File: config.mk
export PLATFORM = sky130hd
export DESIGN_NAME = mac_stat_bank
export DESIGN_NICKNAME = d
export VERILOG_FILES = /design/src/rtl/mac_stat_pkg.sv /design/src/rtl/mac_stat_cell.sv /design/src/rtl/mac_stat_rdmux.sv /design/src/rtl/mac_stat_bank.sv
export SDC_FILE = /design/constraint.sdc
export NUM_CORES = 1
export LEC_CHECK = 0
export ABC_AREA = 1
export BUFFER_PORTS_ARGS = -buffer_cell sky130_fd_sc_hd__buf_4
export CAP_MARGIN = 10
export CORE_UTILIZATION = 45
export CTS_CLUSTER_SIZE = 8
export DETAILED_ROUTE_END_ITERATION = 8
export GPL_TIMING_DRIVEN = 0
export MAX_ROUTING_LAYER = met4
export PLACE_DENSITY = 0.69
export SLEW_MARGIN = 15
export SYNTH_ARGS = -nofsm -noshare
export SYNTH_HDL_FRONTEND = slang
export SYNTH_SLANG_ARGS = --single-unit
File: constraint.sdc
create_clock -name clk -period 5.4 [get_ports clk]
set_input_delay 0.54 -clock clk [delete_from_list [all_inputs] [get_ports clk]]
set_output_delay 0.54 -clock clk [all_outputs]
set_load 0.05 [all_outputs]
File: src/rtl/mac_stat_pkg.sv
package mac_stat_pkg;

    typedef enum logic {
        KIND_EVENT  = 1'b0,
        KIND_LENGTH = 1'b1
    } cnt_kind_e;

    localparam int LEN_FIELD_W = 11;

endpackage

File: src/rtl/mac_stat_cell.sv
module mac_stat_cell
    import mac_stat_pkg::*;
#(
    parameter int                 CNT_W      = 32,
    parameter int                 INC_W      = 11,
    parameter cnt_kind_e          KIND       = KIND_EVENT,
    parameter logic [CNT_W-1:0]   EVT_PRESET = CNT_W'(32'h7FFF_FFFC),
    parameter logic [CNT_W-1:0]   LEN_PRESET = CNT_W'(32'h7FFF_FF80)
) (
    input  logic             clk,
    input  logic             rst_n,
    input  logic             test_mode_i,
    input  logic             rd_hit_i,
    input  logic             inc_en_i,
    input  logic [INC_W-1:0] inc_val_i,
    output logic [CNT_W-1:0] cnt_o
);

    localparam logic [CNT_W-1:0] PRESET = (KIND == KIND_LENGTH) ? LEN_PRESET : EVT_PRESET;

    typedef struct packed {
        logic [CNT_W-1:0] cnt;
    } cell_t;

    cell_t            s_d, s_q;
    logic [CNT_W-1:0] base_d;
    logic [CNT_W-1:0] addend_d;

    always_comb begin
        s_d = s_q;
        if (rd_hit_i) begin
            base_d = test_mode_i ? PRESET : '0;
        end else begin
            base_d = s_q.cnt;
        end
        addend_d = inc_en_i ? CNT_W'(inc_val_i) : '0;
        s_d.cnt  = base_d + addend_d;
    end

    always_ff @(posedge clk or negedge rst_n) begin
        if (!rst_n) begin
            s_q <= '0;
        end else begin
            s_q <= s_d;
        end
    end

    assign cnt_o = s_q.cnt;

    p_clear_r2: assert property (@(posedge clk) disable iff (!rst_n)
        (rd_hit_i && !test_mode_i && !inc_en_i) |=> (cnt_o == '0));

    p_preset_r3_r4: assert property (@(posedge clk) disable iff (!rst_n)
        (rd_hit_i && test_mode_i && !inc_en_i) |=> (cnt_o == PRESET));

    p_add_r8: assert property (@(posedge clk) disable iff (!rst_n)
        (!rd_hit_i && inc_en_i) |=> (cnt_o == $past(cnt_o) + CNT_W'($past(inc_val_i))));

    p_hold_r8: assert property (@(posedge clk) disable iff (!rst_n)
        (!rd_hit_i && !inc_en_i) |=> $stable(cnt_o));

    p_collide_r7: assert property (@(posedge clk) disable iff (!rst_n)
        (rd_hit_i && !test_mode_i && inc_en_i) |=> (cnt_o == CNT_W'($past(inc_val_i))));

endmodule

File: src/rtl/mac_stat_rdmux.sv
module mac_stat_rdmux #(
    parameter int N_TOT = 9,
    parameter int CNT_W = 32,
    parameter int SEL_W = 4
) (
    input  logic                   clk,
    input  logic                   rst_n,
    input  logic                   rd_en_i,
    input  logic [SEL_W-1:0]       rd_sel_i,
    input  logic [N_TOT*CNT_W-1:0] cnt_flat_i,
    output logic [CNT_W-1:0]       rd_data_o,
    output logic                   rd_valid_o
);

    localparam logic [SEL_W:0] LIMIT = (SEL_W + 1)'(N_TOT);

    typedef struct packed {
        logic             valid;
        logic [CNT_W-1:0] data;
    } rd_t;

    rd_t  s_d, s_q;
    logic in_range_d;

    always_comb begin
        s_d        = s_q;
        in_range_d = ({1'b0, rd_sel_i} < LIMIT);
        s_d.valid  = rd_en_i;
        s_d.data   = '0;
        if (rd_en_i && in_range_d) begin
            for (int i = 0; i < N_TOT; i++) begin
                if (rd_sel_i == SEL_W'(i)) begin
                    s_d.data = cnt_flat_i[i*CNT_W +: CNT_W];
                end
            end
        end
    end

    always_ff @(posedge clk or negedge rst_n) begin
        if (!rst_n) begin
            s_q <= '0;
        end else begin
            s_q <= s_d;
        end
    end

    assign rd_data_o  = s_q.data;
    assign rd_valid_o = s_q.valid;

    p_valid_r9: assert property (@(posedge clk) disable iff (!rst_n)
        rd_en_i |=> rd_valid_o);

    p_novalid_r9: assert property (@(posedge clk) disable iff (!rst_n)
        !rd_en_i |=> !rd_valid_o);

    p_oob_r10: assert property (@(posedge clk) disable iff (!rst_n)
        (rd_en_i && ({1'b0, rd_sel_i} >= LIMIT)) |=> (rd_data_o == '0));

endmodule

File: src/rtl/mac_stat_bank.sv
module mac_stat_bank
    import mac_stat_pkg::*;
#(
    parameter int               N_EVT      = 6,
    parameter int               N_LEN      = 3,
    parameter int               CNT_W      = 32,
    parameter logic [CNT_W-1:0] EVT_PRESET = CNT_W'(32'h7FFF_FFFC),
    parameter logic [CNT_W-1:0] LEN_PRESET = CNT_W'(32'h7FFF_FF80),
    parameter int               LEN_W      = LEN_FIELD_W,
    parameter int               N_TOT      = N_EVT + N_LEN,
    parameter int               SEL_W      = (N_TOT > 1) ? $clog2(N_TOT) : 1
) (
    input  logic                   clk,
    input  logic                   rst_n,
    input  logic                   cfg_we_i,
    input  logic                   cfg_test_i,
    output logic                   cfg_test_o,
    input  logic [N_EVT-1:0]       evt_pulse_i,
    input  logic [N_LEN-1:0]       len_valid_i,
    input  logic [N_LEN*LEN_W-1:0] len_bytes_i,
    input  logic                   rd_en_i,
    input  logic [SEL_W-1:0]       rd_sel_i,
    output logic [CNT_W-1:0]       rd_data_o,
    output logic                   rd_valid_o
);

    typedef struct packed {
        logic test;
    } cfg_t;

    cfg_t                   cfg_d, cfg_q;
    logic [N_TOT-1:0]       rd_hit;
    logic [N_TOT*CNT_W-1:0] cnt_flat;

    always_comb begin
        cfg_d = cfg_q;
        if (cfg_we_i) begin
            cfg_d.test = cfg_test_i;
        end
    end

    always_ff @(posedge clk or negedge rst_n) begin
        if (!rst_n) begin
            cfg_q <= '0;
        end else begin
            cfg_q <= cfg_d;
        end
    end

    assign cfg_test_o = cfg_q.test;

    always_comb begin
        for (int i = 0; i < N_TOT; i++) begin
            rd_hit[i] = rd_en_i && (rd_sel_i == SEL_W'(i));
        end
    end

    for (genvar e = 0; e < N_EVT; e++) begin : g_evt
        mac_stat_cell #(
            .CNT_W      (CNT_W),
            .INC_W      (1),
            .KIND       (KIND_EVENT),
            .EVT_PRESET (EVT_PRESET),
            .LEN_PRESET (LEN_PRESET)
        ) u_cell (
            .clk         (clk),
            .rst_n       (rst_n),
            .test_mode_i (cfg_q.test),
            .rd_hit_i    (rd_hit[e]),
            .inc_en_i    (evt_pulse_i[e]),
            .inc_val_i   (1'b1),
            .cnt_o       (cnt_flat[e*CNT_W +: CNT_W])
        );
    end

    for (genvar l = 0; l < N_LEN; l++) begin : g_len
        mac_stat_cell #(
            .CNT_W      (CNT_W),
            .INC_W      (LEN_W),
            .KIND       (KIND_LENGTH),
            .EVT_PRESET (EVT_PRESET),
            .LEN_PRESET (LEN_PRESET)
        ) u_cell (
            .clk         (clk),
            .rst_n       (rst_n),
            .test_mode_i (cfg_q.test),
            .rd_hit_i    (rd_hit[N_EVT + l]),
            .inc_en_i    (len_valid_i[l]),
            .inc_val_i   (len_bytes_i[l*LEN_W +: LEN_W]),
            .cnt_o       (cnt_flat[(N_EVT + l)*CNT_W +: CNT_W])
        );
    end

    mac_stat_rdmux #(
        .N_TOT (N_TOT),
        .CNT_W (CNT_W),
        .SEL_W (SEL_W)
    ) u_rdmux (
        .clk        (clk),
        .rst_n      (rst_n),
        .rd_en_i    (rd_en_i),
        .rd_sel_i   (rd_sel_i),
        .cnt_flat_i (cnt_flat),
        .rd_data_o  (rd_data_o),
        .rd_valid_o (rd_valid_o)
    );

    p_cfg_r5: assert property (@(posedge clk) disable iff (!rst_n)
        cfg_we_i |=> (cfg_test_o == $past(cfg_test_i)));

    p_cfg_hold_r5: assert property (@(posedge clk) disable iff (!rst_n)
        !cfg_we_i |=> $stable(cfg_test_o));

    p_onehot_hit_r11: assert property (@(posedge clk) disable iff (!rst_n)
        $onehot0(rd_hit));

endmodule

Yosys cells after proc, flatten, opt, wreduce, memory -nomap -nowiden
Cells that the tools add are included.
Word-level totals
  register bits: 322
  bits in latches: 0
  memory bits (writable): 0
  bits in read-only memories: 0
  input port bits: 51
  output and inout port bits: 34
  word-level logic and storage cells: 71
  memories: 0
Operators by class
  add/subtract/negate cells: 9
  multiply operators: 0
  div/mod/pow operators: 0
  order comparisons: 1
  equality and inequality tests: 8
  shift-type cells: 0
  mux-type cells: 30
  bitwise gates (word level): 0
  reductions and logical operators: 11
Operators by type and width (count)
  two-way mux 32 bit: 19
  adder 32 bit: 9
  two-way mux 31 bit: 2
  two-way mux 11 bit: 3
  == test 4 x 3 -> 1 bit (second input constant): 4
  logical AND 1 bit: 10
  == test 4 x 2 -> 1 bit (second input constant): 2
  two-way mux 1 bit: 6
  == test 4 x 1 -> 1 bit (second input constant): 1
  == test 4 bit (second input constant): 1
  zero test 4 bit: 1
  less-than comparator 4 bit (second input constant): 1

Longest topological paths before layout
  depth in word-level cells: 11
  gate-level depth with buffers: 20
  mapped depth without buffers: 18

Cells and area by module
From an unflattened synthesis, not the netlist that was laid out.
Unflattened totals
  cell total of the unflattened synthesis: 3645
  area, all modules: 23849.1 µm²
By module, submodules not included
  mac_stat_cell (g_evt[0].u_cell ...): instances 6, cells each 304, area each 2098.3 µm²
  mac_stat_cell (g_len[0].u_cell ...): instances 3, cells each 375, area each 2497.4 µm²
  mac_stat_rdmux: instances 1, cells each 671, area each 3647.2 µm²
  mac_stat_bank: instances 1, cells each 25, area each 120.1 µm²

Worst setup path after synthesis
OpenSTA, ideal clock, no wires.
  path kind: input to register
  start point: input port rd_en_i
  end point: register g_len[0].u_cell.s_q (netlist bit g_len[0].u_cell.cnt_o[21])
  setup time: 0.122 ns
  arrival: 3.077 ns
  required time: 5.278 ns
  path slack: 2.200 ns
  cell stages on the path: 18
  path through: buf_2 buf_2 nand3_2 buf_4 clkbuf_1 inv_1 o21ai_0 inv_1 ha_1 nand2_1 nor2_1 and2_1 nand2_1 nand3_1 nand2_1 nor2_4 nand2_1 xor2_1
RTL lines
  from (decl): line mac_stat_bank.sv:21  | input logic rd_en_i,
  to (signal assigned): line mac_stat_cell.sv:42  | s_q <= '0;
  to (signal assigned): line mac_stat_cell.sv:44  | s_q <= s_d;
  to (decl): line mac_stat_cell.sv:25  | cell_t s_d, s_q;

==> impl_metrics.py <==
metrics = {
    "sta": {
        "finalHoldViolations": 0,
        "worst_pin_slew_ns": 1.160,
        "min_period_ns": 4.155,
        "worst_slack_ns": 1.245,
        "fin_crit_sh_pct": 76.94,
        "fin_tns_setup_ns": 0,
        "slew_headroom_pct": 22.64,
        "final-max-slew-violation-count": 0,
        "rsz0062_at_grt": "false",
        "finalSetupViolCount": 0,
        "max_freq_ghz": 0.2407,
        "hold_ws_ns": 0.1739,
        "final.setup_skew_ns": 0.02114,
    },
    "die": {
        "io_pins": 85,
        "row_count": 83,
        "core-area_mm2": 0.05182,
        "dieArea_mm2": 0.05386,
        "start_util_pct": 45.97,
        "die_w_um": 232.1,
        "die_y_um": 232.1,
    },
    "cts": {
        "cts_root_buffer": "clkbuf_16",
        "clockBufferDepth": 3,
        "cts_buffers": 46,
        "clock_latency_ns": 0.59,
        "cts.htree.levels": 2,
        "cts_repair_resize_count": 0,
        "cts_tree": "done",
        "cts_sinks": 322,
        "path_clk_slew_ns": 0.05,
        "postCtsSetupBuffers": 0,
    },
    "pwr": {
        "p_comb_share_pct": 47.1,
        "p_leak_nw": 15.46,
        "vdd_drop_max_mv": 0.2190,
        "switchingPower_mw": 5.767,
        "power_frac_seq_pct": 31.3,
        "clkPwrFrac_pct": 21.6,
        "p_per_area_mw_per_mm2": 468.9,
        "switching_share_pct": 46.14,
        "finalPower_mw": 12.50,
        "p_int_mw": 6.731,
    },
    "critical_path": {
        "cp.arrival_ns": 4.61,
        "criticalPathCategory": "flip-flop to flip-flop",
        "worst_setup_path_start_kind": "flip-flop",
        "worstPathRequired_ns": 5.86,
        "cp_max_fo": 10,
        "critPathSlowestCell": "clkbuf_1",
        "crit_path_frequent_cell": "nand2_1",
        "setup.worst_path.end_class": "flip-flop",
        "worstPathCellList": "inv_1 -> clkbuf_1 -> nand3_2 -> buf_4 -> buf_2 -> o21ai_0 -> inv_1 -> ha_1 -> nand2_1 -> nor2_1 -> and2_1 -> nand2_1 -> nand3_1 -> nand2_1 -> nor2_4 -> nand2_1 -> xor2_1",
        "crit_buf_inv": 5,
        "slowest_delay_ns": 0.88,
        "cp_top_family": "buffers and inverters",
    },
    "cells_and_area": {
        "nets": 4003,
        "drive_gt1_share_pct": 8.540,
        "syn_to_final_growth_pct": 11.88,
        "layout_commonest_cell": "nand2_1",
        "final_cell_mix": "nand2_1 (1337), inv_1 (637), nor2_1 (423), nand3_1 (339), dfrtp_1 (322)",
        "antennaDiodeCount": 0,
    },
    "run_status": {
        "status": "finished, final reports clean",
    },
    "logic_synthesis": {
        "synth_nets": 3867,
        "async_reset_ff_share_pct": 100.0,
        "yosysSeqAreaShare_pct": 33.83,
        "yosysUniqueCellTypes": 38,
        "synthCells": 3768,
        "synth_warnings": 0,
        "ys_ff_latch": 322,
        "avgSynthCellArea_um2": 6.322,
        "ys.flop_type": "dfrtp_1",
        "synth-edff-count": 0,
        "syn_area_mm2": 0.02382,
    },
    "routing": {
        "drtIter0Drc": 2064,
        "wire_per_inst_um": 17.41,
        "wirelength_um": 79940,
        "via_per_inst": 5.167,
        "first_pass_iters": 5,
        "via_count": 23720,
        "ant_nets": 0,
        "route.detailed.drc": 0,
    },
    "worst_hold_path": {
        "hold_path_class": "input pin to flip-flop",
    },
    "placed_design": {
        "io_buffers": 84,
        "gp_congestion": 1.051,
        "hpwl_um": 63970,
        "dp_slack_ns": 1.089,
    },
    "grt": {
        "grt_pass1_vias": 21620,
        "grt_pass1_wl_um": 123100,
        "antenna_found_initial": 0,
        "grt_use_total_pct": 30.74,
        "grt_max_degree": 98,
        "overflow": 0,
    },
    "flow_run": {
        "maxCapViolCount": 0,
    },
}
## layer usage
layer | vias up | part of all wire (%) | global-route usage, %
met3 | 140 | 8.2 | 5.415
li1 | 11760 | - | -
met5 | - | 0 | -
met4 | 0 | 3.1 | 9.437
met2 | 800 | 43 | 44.84
met1 | 11020 | 46 | 43.11
## state kept, by name, indices dropped and copies added, names as in the netlist
| name | cells |
|---|---|
| u_rdmux.rd_data_o | 32 |
| cfg_test_o | 1 |
| g_evt.u_cell.cnt_o | 192 |
| u_rdmux.rd_valid_o | 1 |
| g_len.u_cell.cnt_o | 96 |
## power groups by stage
stage	logic (mW)	registers, mW	clock network, mW
finish	5.89	3.91	2.70
global route	6.66	3.97	2.82
CTS	5.81	3.89	2.73
detailed placement	5.77	3.91	0
global placement	5.70	3.92	0
floorplan	4.36	3.67	0
## kinds of logic after synthesis
group | count (synthesis) | share of synthesized area (%)
adders and majority gates | 48 | 2.616
and+or+nand+nor | 2319 | 41.72
DFF | 322 | 33.83
AOI/OAI and AO/OA | 190 | 4.370
xor gates and xnor gates | 135 | 4.964
buffers and inverters | 754 | 12.50
## worst paths after layout
check	startpoint	end	slack, ns	cells past startpoint
setup / recovery	cfg_test_o	g_len[0].u_cell.cnt_o[21]	1.24	17
hold / removal	rd_en_i	u_rdmux.rd_valid_o	0.17	1
setup reg to reg	cfg_test_o	g_len[0].u_cell.cnt_o[21]	1.24	17
hold reg to reg	g_evt[1].u_cell.cnt_o[3]	g_evt[1].u_cell.cnt_o[3]	0.57	3
max in group asynchronous	rst_n	g_len[1].u_cell.cnt_o[10]	3.87	3
min in group asynchronous	rst_n	g_evt[2].u_cell.cnt_o[18]	0.54	2
## synthesized netlist by cell type, types with 8 or more instances
library cell     n  area share [%]
a21oi_1         66             1.4
and2_1           9            0.24
buf_1            8            0.13
buf_2           46            0.97
buf_4            8            0.25
buf_6            8            0.38
clkbuf_1        35            0.55
dfrtp_1        322              34
ha_1            45             2.4
inv_1          637              10
inv_2           10            0.16
nand2_1       1337              21
nand2_2         33            0.87
nand3_1        339             7.1
nand3_2         17            0.71
nand4_1         82             2.2
nor2_1         423             6.7
nor2_2          43             1.1
nor2_4          21            0.99
o211ai_1        23            0.72
o21ai_0         81             1.7
xnor2_1         77             2.8
xor2_1          58             2.1
## area by class of cell
class | count | area (µm²)
buffer | 105 | 541.8
clock buffer | 55 | 1249
fill | 5356 | 25170
inverter | 649 | 2436
multi-input combinational | 2692 | 12780
sequential | 322 | 8058
tap | 680 | 850.8
timing repair buffer | 88 | 730.7
## timing repair
action,4_1_cts,5_1_grt
endpoints found under the setup margin,0,0
endpoints found under the hold margin,69,0
hold buffers,1,0
## metrics by stage
step	std cells	area, µm²	util (%)
after floorplan	3768	23820	-
after global routing	4591	26650	51.43
final	4591	26650	51.43
after CTS	4591	26650	51.43
after detailed placement	4535	25390	49.00
after global placement	4532	25300	48.83
Power figures use the tool's default switching activity.
